===== config.mk =====
export PLATFORM = sky130hd
export DESIGN_NAME = tmr_clk_front
export DESIGN_NICKNAME = d
export VERILOG_FILES = /design/src/rtl/tmr_clk_pkg.sv /design/src/rtl/tck_edge_sync.sv /design/src/rtl/tck_prescaler.sv /design/src/rtl/tck_downcnt.sv /design/src/rtl/tmr_clk_front.sv
export SDC_FILE = /design/constraint.sdc
export NUM_CORES = 1
export LEC_CHECK = 0
export CAP_MARGIN = 20
export CORE_ASPECT_RATIO = 0.6
export CORE_UTILIZATION = 54
export DETAILED_ROUTE_END_ITERATION = 7
export PLACE_DENSITY = 0.88
export SETUP_SLACK_MARGIN = 0.05
export SKIP_LAST_GASP = 1
export SYNTH_ARGS = -nofsm -noshare
export SYNTH_HDL_FRONTEND = slang
export SYNTH_HIERARCHICAL = 1
export SYNTH_SLANG_ARGS = --single-unit
export TNS_END_PERCENT = 1

===== constraint.sdc =====
create_clock -name clk -period 4.3 [get_ports clk]
set_input_delay 0.86 -clock clk [delete_from_list [all_inputs] [get_ports clk]]
set_output_delay 0.86 -clock clk [all_outputs]
set_load 0.05 [all_outputs]

===== src/rtl/tmr_clk_pkg.sv =====
package tmr_clk_pkg;

  typedef enum logic [1:0] {
    SRC_A   = 2'd0,
    SRC_B   = 2'd1,
    SRC_C   = 2'd2,
    SRC_ALT = 2'd3
  } src_sel_e;

  // Terminal prescaler count for a divide-by-2^d ratio.
  function automatic int unsigned div_last(input int unsigned d);
    return (32'd1 << d) - 32'd1;
  endfunction

  // Counting is frozen in stop-in-sleep or halting debug state.
  function automatic logic suspend_now(input logic slp, input logic sis,
                                       input logic dbg, input logic drun);
    return (slp & sis) | (dbg & ~drun);
  endfunction

endpackage


===== src/rtl/tck_edge_sync.sv =====
module tck_edge_sync #(
  parameter int STAGES = 2
) (
  input  logic clk,
  input  logic rst_n,
  input  logic pin,
  output logic rise
);
  logic [STAGES-1:0] sh;
  logic              prev;

  always_ff @(posedge clk or negedge rst_n) begin
    if (!rst_n) begin
      sh   <= '0;
      prev <= 1'b0;
    end else begin
      sh   <= {sh[STAGES-2:0], pin};
      prev <= sh[STAGES-1];
    end
  end

  assign rise = sh[STAGES-1] & ~prev;
endmodule


===== src/rtl/tck_prescaler.sv =====
module tck_prescaler
  import tmr_clk_pkg::*;
#(
  parameter int DIV_W = 4
) (
  input  logic             clk,
  input  logic             rst_n,
  input  logic             clr,
  input  logic             tick,
  input  logic [DIV_W-1:0] div,
  output logic             fire
);
  localparam int PW = (1 << DIV_W) - 1;

  logic [PW-1:0] pcnt;
  logic [PW-1:0] last;

  assign last = PW'(div_last(int'(div)));
  assign fire = tick & ~clr & (pcnt == last);

  always_ff @(posedge clk or negedge rst_n) begin
    if (!rst_n) begin
      pcnt <= '0;
    end else if (clr) begin
      pcnt <= '0;
    end else if (tick) begin
      pcnt <= fire ? '0 : pcnt + PW'(1);
    end
  end
endmodule


===== src/rtl/tck_downcnt.sv =====
module tck_downcnt #(
  parameter int CW = 16
) (
  input  logic          clk,
  input  logic          rst_n,
  input  logic          start,
  input  logic [CW-1:0] reload_val,
  input  logic          en,
  output logic [CW-1:0] count,
  output logic          underflow,
  output logic          running
);
  logic [CW-1:0] rl_q;
  logic          step;
  logic          wrap;

  assign step = en & running & ~start;
  assign wrap = step & (count == '0);

  always_ff @(posedge clk or negedge rst_n) begin
    if (!rst_n) begin
      count     <= '0;
      rl_q      <= '0;
      running   <= 1'b0;
      underflow <= 1'b0;
    end else begin
      underflow <= wrap;
      if (start) begin
        count   <= reload_val;
        rl_q    <= reload_val;
        running <= 1'b1;
      end else if (wrap) begin
        count <= rl_q;
      end else if (step) begin
        count <= count - CW'(1);
      end
    end
  end
endmodule


===== src/rtl/tmr_clk_front.sv =====
module tmr_clk_front
  import tmr_clk_pkg::*;
#(
  parameter int CNT_W         = 16,
  parameter int DIV_W         = 4,
  parameter int SYNC_STAGES   = 2,
  parameter bit EVENT_CAPABLE = 1'b1
) (
  input  logic             clk,
  input  logic             rst_n,
  input  logic [2:0]       src_tick,
  input  logic             alt_tick,
  input  logic             ev_pin,
  input  logic [1:0]       sel,
  input  logic [DIV_W-1:0] div,
  input  logic             sleep_req,
  input  logic             stop_in_sleep,
  input  logic             debug_mode,
  input  logic             debug_run,
  input  logic             start,
  input  logic [CNT_W-1:0] reload_val,
  output logic             cnt_en,
  output logic [CNT_W-1:0] count,
  output logic             underflow
);
  logic [1:0]       sel_q;
  logic [DIV_W-1:0] div_q;
  logic             cfg_chg;
  logic             suspend;
  logic             event_mode;
  logic             raw_tick;
  logic             gated_tick;
  logic             pre_fire;
  logic             ev_rise;
  logic             run_active;

  always_ff @(posedge clk or negedge rst_n) begin
    if (!rst_n) begin
      sel_q <= '0;
      div_q <= '0;
    end else begin
      sel_q <= sel;
      div_q <= div;
    end
  end

  assign cfg_chg    = (sel != sel_q) | (div != div_q);
  assign suspend    = suspend_now(sleep_req, stop_in_sleep, debug_mode, debug_run);
  assign event_mode = EVENT_CAPABLE && (src_sel_e'(sel) == SRC_ALT);

  generate
    if (EVENT_CAPABLE) begin : g_evt
      tck_edge_sync #(.STAGES(SYNC_STAGES)) u_sync (
        .clk  (clk),
        .rst_n(rst_n),
        .pin  (ev_pin),
        .rise (ev_rise)
      );
    end else begin : g_noevt
      assign ev_rise = 1'b0;
    end
  endgenerate

  always_comb begin
    case (src_sel_e'(sel))
      SRC_A:   raw_tick = src_tick[0];
      SRC_B:   raw_tick = src_tick[1];
      SRC_C:   raw_tick = src_tick[2];
      default: raw_tick = EVENT_CAPABLE ? 1'b0 : alt_tick;
    endcase
  end

  assign gated_tick = raw_tick & ~suspend;

  tck_prescaler #(.DIV_W(DIV_W)) u_pre (
    .clk  (clk),
    .rst_n(rst_n),
    .clr  (cfg_chg | start),
    .tick (gated_tick),
    .div  (div),
    .fire (pre_fire)
  );

  assign cnt_en = event_mode ? (ev_rise & ~suspend & ~start) : pre_fire;

  tck_downcnt #(.CW(CNT_W)) u_cnt (
    .clk       (clk),
    .rst_n     (rst_n),
    .start     (start),
    .reload_val(reload_val),
    .en        (cnt_en),
    .count     (count),
    .underflow (underflow),
    .running   (run_active)
  );
endmodule


# --- Yosys cells after proc, flatten, opt, wreduce, memory -nomap -nowiden ---
# Index checks and enable logic that the tools add are counted.
classes:
  add_sub_neg: 3
  n_eq_ne: 6
  n_shift: 1
  muxes: 8
  bitwise_logic: 19
  n_reduce_logical: 4
op_table:
  columns: ["cell", "n"]
  rows:
  - ["16-bit two-way mux", 3]
  - ["15-bit two-way mux", 3]
  - ["16-bit zero test", 1]
  - ["16-bit by 1-bit subtractor with 16-bit output, second input constant", 1]
  - ["15-bit by 1-bit adder with 15-bit output, second input constant", 1]
  - ["15-bit equality test", 1]
  - ["1-bit by 4-bit left shift with 15-bit output, first input constant", 1]
  - ["15-bit by 1-bit subtractor with 15-bit output, second input constant", 1]
  - ["1-bit bitwise AND", 11]
  - ["1-bit NOT", 5]
  - ["2-bit equality test, second input constant", 2]
  - ["4-bit inequality test", 1]
  - ["1-bit bitwise OR", 3]
  - ["1-bit case mux with 3 select lines", 1]
  - ["3-bit nonzero test", 1]
  - ["2-bit by 1-bit equality test with 1-bit output, second input constant", 1]
  - ["2-bit zero test", 1]
  - ["2-bit inequality test", 1]
  - ["2-bit nonzero test", 1]
  - ["1-bit two-way mux", 1]
word_totals:
  register_bits: 58

# --- Longest topological paths before layout ---
logic_depth:
  depth_word: 13
  depth_mapped: 17

# --- Cells and area by module ---
# Netlist, hierarchy kept.
by_module_without_submodules:
  columns: ["module", "instances", "cells_each", "area_each_um2", "seq_area_each_um2"]
  rows:
  - ["tck_downcnt", 1, 179, 1779.2, 850.8]
  - ["tck_prescaler", 1, 155, 1256.2, 375.4]
  - ["tmr_clk_front", 1, 23, 275.3, 150.1]
  - ["tck_edge_sync", 1, 4, 88.8, 75.1]

# --- Least setup slack after synthesis ---
# OpenSTA, ideal clock, no wires.
synth_path:
  kind: "input -> register"
  from: "input port div[0]"
  to: "register u_cnt.count[13]"
  t_arrival_ps: 4409
  path_slack_ps: -235
  stages: 15
  path_buffers: 1
  path_cell_list: "buf_2 nor3_1 nand2_1 ha_1 or3_1 a21oi_2 o21ai_0 a2111oi_4 nand4_1 nor2_1 a22o_1 nand2_1 nor2_1 nand3_1 o311a_1"
synth_via:
  elab_chain_cells: 12
synth_lines:
  columns: ["item", "line_no", "source"]
  rows:
  - ["start: declaration", "tmr_clk_front.sv:15", "input logic [DIV_W-1:0] div,"]
  - ["parallel branches: the longest is 5 deep, another holds 15-bit by 1-bit subtractor with 15-bit output", null, null]
  - ["1-bit bitwise AND *", "tck_prescaler.sv:19", "assign fire = tick & ~clr & (pcnt == last);"]
  - ["named net pre_fire", "tmr_clk_front.sv:33", "logic pre_fire;"]
  - ["1-bit two-way mux *", "tmr_clk_front.sv:84", "assign cnt_en = event_mode ? (ev_rise & ~suspend & ~start) : pre_fire;"]
  - ["named net cnt_en", "tmr_clk_front.sv:22", "output logic cnt_en,"]
  - ["1-bit bitwise AND * (2 in series)", "tck_downcnt.sv:17", "assign step = en & running & ~start;"]
  - ["1-bit bitwise AND", "tck_downcnt.sv:18", "assign wrap = step & (count == '0);"]
  - ["16-bit two-way mux", "tck_downcnt.sv:32", "end else if (wrap) begin"]
  - ["16-bit two-way mux", "tck_downcnt.sv:28", "if (start) begin"]
  - ["end signal: assignment", "tck_downcnt.sv:29", "count <= reload_val;"]
  - ["end signal: assignment", "tck_downcnt.sv:33", "count <= rl_q;"]
  - ["end signal: assignment", "tck_downcnt.sv:35", "count <= count - CW'(1);"]
  - ["end: declaration", "tck_downcnt.sv:9", "output logic [CW-1:0] count,"]
# Mark *: on every way through the listed nets, which the timed path passes.
# A chain may end at the register's enable or synchronous reset.

# --- Final worst setup path ---
layout_path:
  from: "input port div[0]"
  to: "output port cnt_en"
layout_via:
  elab_chain_cells: 7
layout_lines:
  columns: ["item", "line_no"]
  rows:
  - ["parallel branches: the longest is 5 deep, another holds 15-bit by 1-bit subtractor with 15-bit output", null]
  - ["1-bit bitwise AND *", "tck_prescaler.sv:19"]
  - ["named net pre_fire", "tmr_clk_front.sv:33"]
  - ["1-bit two-way mux *", "tmr_clk_front.sv:84"]
  - ["end: declaration", "tmr_clk_front.sv:22"]
# Marks and branches as above.

==> impl_metrics.yaml <==
yosys:
  synth_ff_type: "dfrtp_1"
  ys_top_cells_by_area: "dfrtp_1 43%, mux2_2 4.3%, xnor2_1 3.9%, o21ai_0 3.5%, nand2_1 3.3%"
  synth_top_family_by_area: "simple AND/OR/NAND/NOR gates"
  synthArstFlopShare: 1.00
  ys_types: 59
  ys_seq_elements: 58
  synth_area_um2: 3400
  synth_cells: 361
  synthAdderAreaFrac: 0.0110
  synth_simple_gate_area_share: 0.198
  synth_xor_area_frac: 0.0644
  synth_top_area_share: 0.427
  yosysMostFrequentCell: "dfrtp_1"
  muxShareOfSynthArea: 0.0637
  synth_compound_area_frac: 0.188
  synth_top_area_cell: "dfrtp_1"
  yosysSeqAreaShare: 0.427
  synth_edf_count: 0
  synth_warnings: 6
  synthTopCellsByCount: "58 x dfrtp_1, 30 x nand2_1, 24 x nor2_1, 24 x o21ai_0, 18 x nand3_1"
  synth_area_per_cell_um2: 9.42
  syn_nets: 398
sta:
  fin_skew_ns: 0.00862
  relSlewSlack: 0.522
  grt_setup_unrepaired: "no"
  setup_violations: 0
  worst_pin_slew_ns: 0.717
  holdWs_ns: 0.352
  period_share: 0.962
  min_period_ns: 4.14
  hold_violations: 0
  max_freq_mhz: 242
  setup_ws_ns: 0.163
  drv_slew: 0
grt:
  grt_pass1_wl_mm: 15.3
  grt_pass1_vias: 2987
  antenna_found_initial: 0
  grt_overflow: 0
  grt_max_degree: 48
  grt_usage: 0.300
placement:
  gp_congestion: 0.922
  placedCellCount: 496
  dp_hpwl_mm: 6.38
  dpl_worst_slack_ns: -0.231
  portBuffers: 50
min_path:
  hp-class: "register to register"
  hp-start: "g_evt.u_sync/sh[0]"
  holdPathStages: 0
  min_to: "g_evt.u_sync/sh[1]"
drt:
  wl_met1_mm: 4.27
  drt_wl_total_mm: 9.34
  highest-signal-layer: "met4"
  vias: 3157
  wl_met3_um: 877
  drc: 0
  viasPerCell: 6.12
  wl_met2_mm: 4.04
  drtPass1Iterations: 5
  detail_route.wl_per_cell_um: 18.1
  ant_nets: 0
  drt_iter0_markers: 245
worst_setup_path:
  cp-end-kind: "output pin"
  critical_path.startpoint_type: "input port"
  critPathArrivalTime_ns: 3.28
  reg2reg_slack_ns: 1.25
  r2r_cells: 14
  critical_path_class: "input port to output pin"
  reg2reg_from: "u_pre/pcnt[4]"
  crit_path_max_fanout: 4
  required_ns: 3.44
  reg2reg_to: "u_cnt/count[6]"
cells_and_area:
  utilization: 0.751
  antennaDiodeCount: 0
  nets: 468
  syn_to_final_growth_pct: 28.3
  post_route_cells_drive_above_1_share: 0.186
  instances_no_fill: 516
clocking:
  cts.sinks: 58
  path_clk_slew_ns: 0.07
  cts_buffers: 9
  clock_path_buffers: 2
  cts_tree: "done"
  cts_max_level: 3
  worstSkewPairLatency_ns: 0.34
  root_buffer: "clkbuf_8"
die:
  initial_utilization: 0.585
  die_y_um: 63.5
  coreArea_um2: 5810
  die_w_um: 104
  io_pins: 52
  rows: 21
  die-area_um2: 6630
power_and_ir_drop:
  leakage_nw: 1.82
  ir_worst_vdd_mv: 0.215
  power_mw: 1.44
  p_per_area_nw_per_um2: 330
run_status:
  status: "finished clean"
flow_run:
  cap_viol_max_count: 0
[cells in the final DEF (no fill, tap or decap), types with 10 or more instances in the layout]
cell type / instances
mux2_2: 13
xnor2_1: 15
a21oi_1: 16
nand2_1: 30
inv_1: 16
dfrtp_1: 58
nand3_1: 18
xor2_1: 10
clkbuf_8: 10
nor2_1: 23
buf_4: 29
clkdlybuf4s50_1: 44
o21ai_0: 23
[registers in the layout, indices dropped and copies added (netlist names)]
name and count:
div_q 4, g_evt.u_sync/sh 2, u_cnt/underflow 1, u_cnt/running 1
u_cnt/count 16, u_pre/pcnt 15, u_cnt/rl_q 16, sel_q 2
g_evt.u_sync/prev 1
[worst max path at each step]
stage / from / end / slack [ns] / depth (start not counted)
after global placement: div[1] / cnt_en / -0.16 / 12
after CTS: div[1] / cnt_en / 0.15 / 12
after floorplan: div[0] / u_cnt/count[6] / 0.08 / 17
final: div[0] / cnt_en / 0.16 / 12
after global routing: div[0] / cnt_en / 0.04 / 13
after detailed placement: div[1] / cnt_en / -0.23 / 12
[report_power, final]
group	leakage, nW	internal [mW]	switching, mW
Combinational	0.986	0.113	0.148
Sequential	0.720	0.579	0.0357
Clock	0.109	0.340	0.222
Total	1.82	1.03	0.406
[per-layer routing]
| layer | track usage | vias up |
|---|---|---|
| li1 | - | 1454 |
| met1 | 0.437 | 1518 |
| met2 | 0.442 | 168 |
| met3 | 0.0776 | 17 |
| met4 | 0.0804 | 0 |
| met5 | 0 | - |
[worst max-delay path, stage by stage]
cell and delay (ns):
clkdlybuf4s15_1 0.21, nor3_2 0.26, nand2_1 0.11, ha_2 0.19, buf_4 0.15, o21a_1 0.13
or3_4 0.35, a2111oi_4 0.38, nand4_1 0.16, nor2_1 0.14, a22o_2 0.20, buf_12 0.14
[through the flow]
stage          TNS, ns  instance area, um2
3_3_place_gp    -0.653                4100
6_report             0                4360
2_1_floorplan        0                3400
4_1_cts              0                4350
5_1_grt              0                4360
3_5_place_dp     -1.93                4100
[cells by family after synthesis]
logic type      after synthesis
simple gates                128
compound gates               90
flops                        58
buf+inv                      37
xor+xnor                     25
mux                          20
fa+ha+maj                     3
[area by class of cell]
| type | instances | area [um2] |
|---|---|---|
| tap | 80 | 100 |
| multi-input combinational | 266 | 1810 |
| clock inverter | 5 | 77.6 |
| clock buffer | 11 | 141 |
| fill | 394 | 1440 |
| timing repair buffer | 79 | 719 |
| sequential | 58 | 1450 |
| inverter | 17 | 63.8 |
[what timing repair did]
item | CTS | global route
buffers inserted | 2 | 2
hold endpoints to repair | 0 | 0
hold buffers | 0 | 0
resized for setup | 7 | 6
setup endpoints to repair | 1 | 1
pin swaps | 6 | 9
Power figures use the tool's default switching activity.
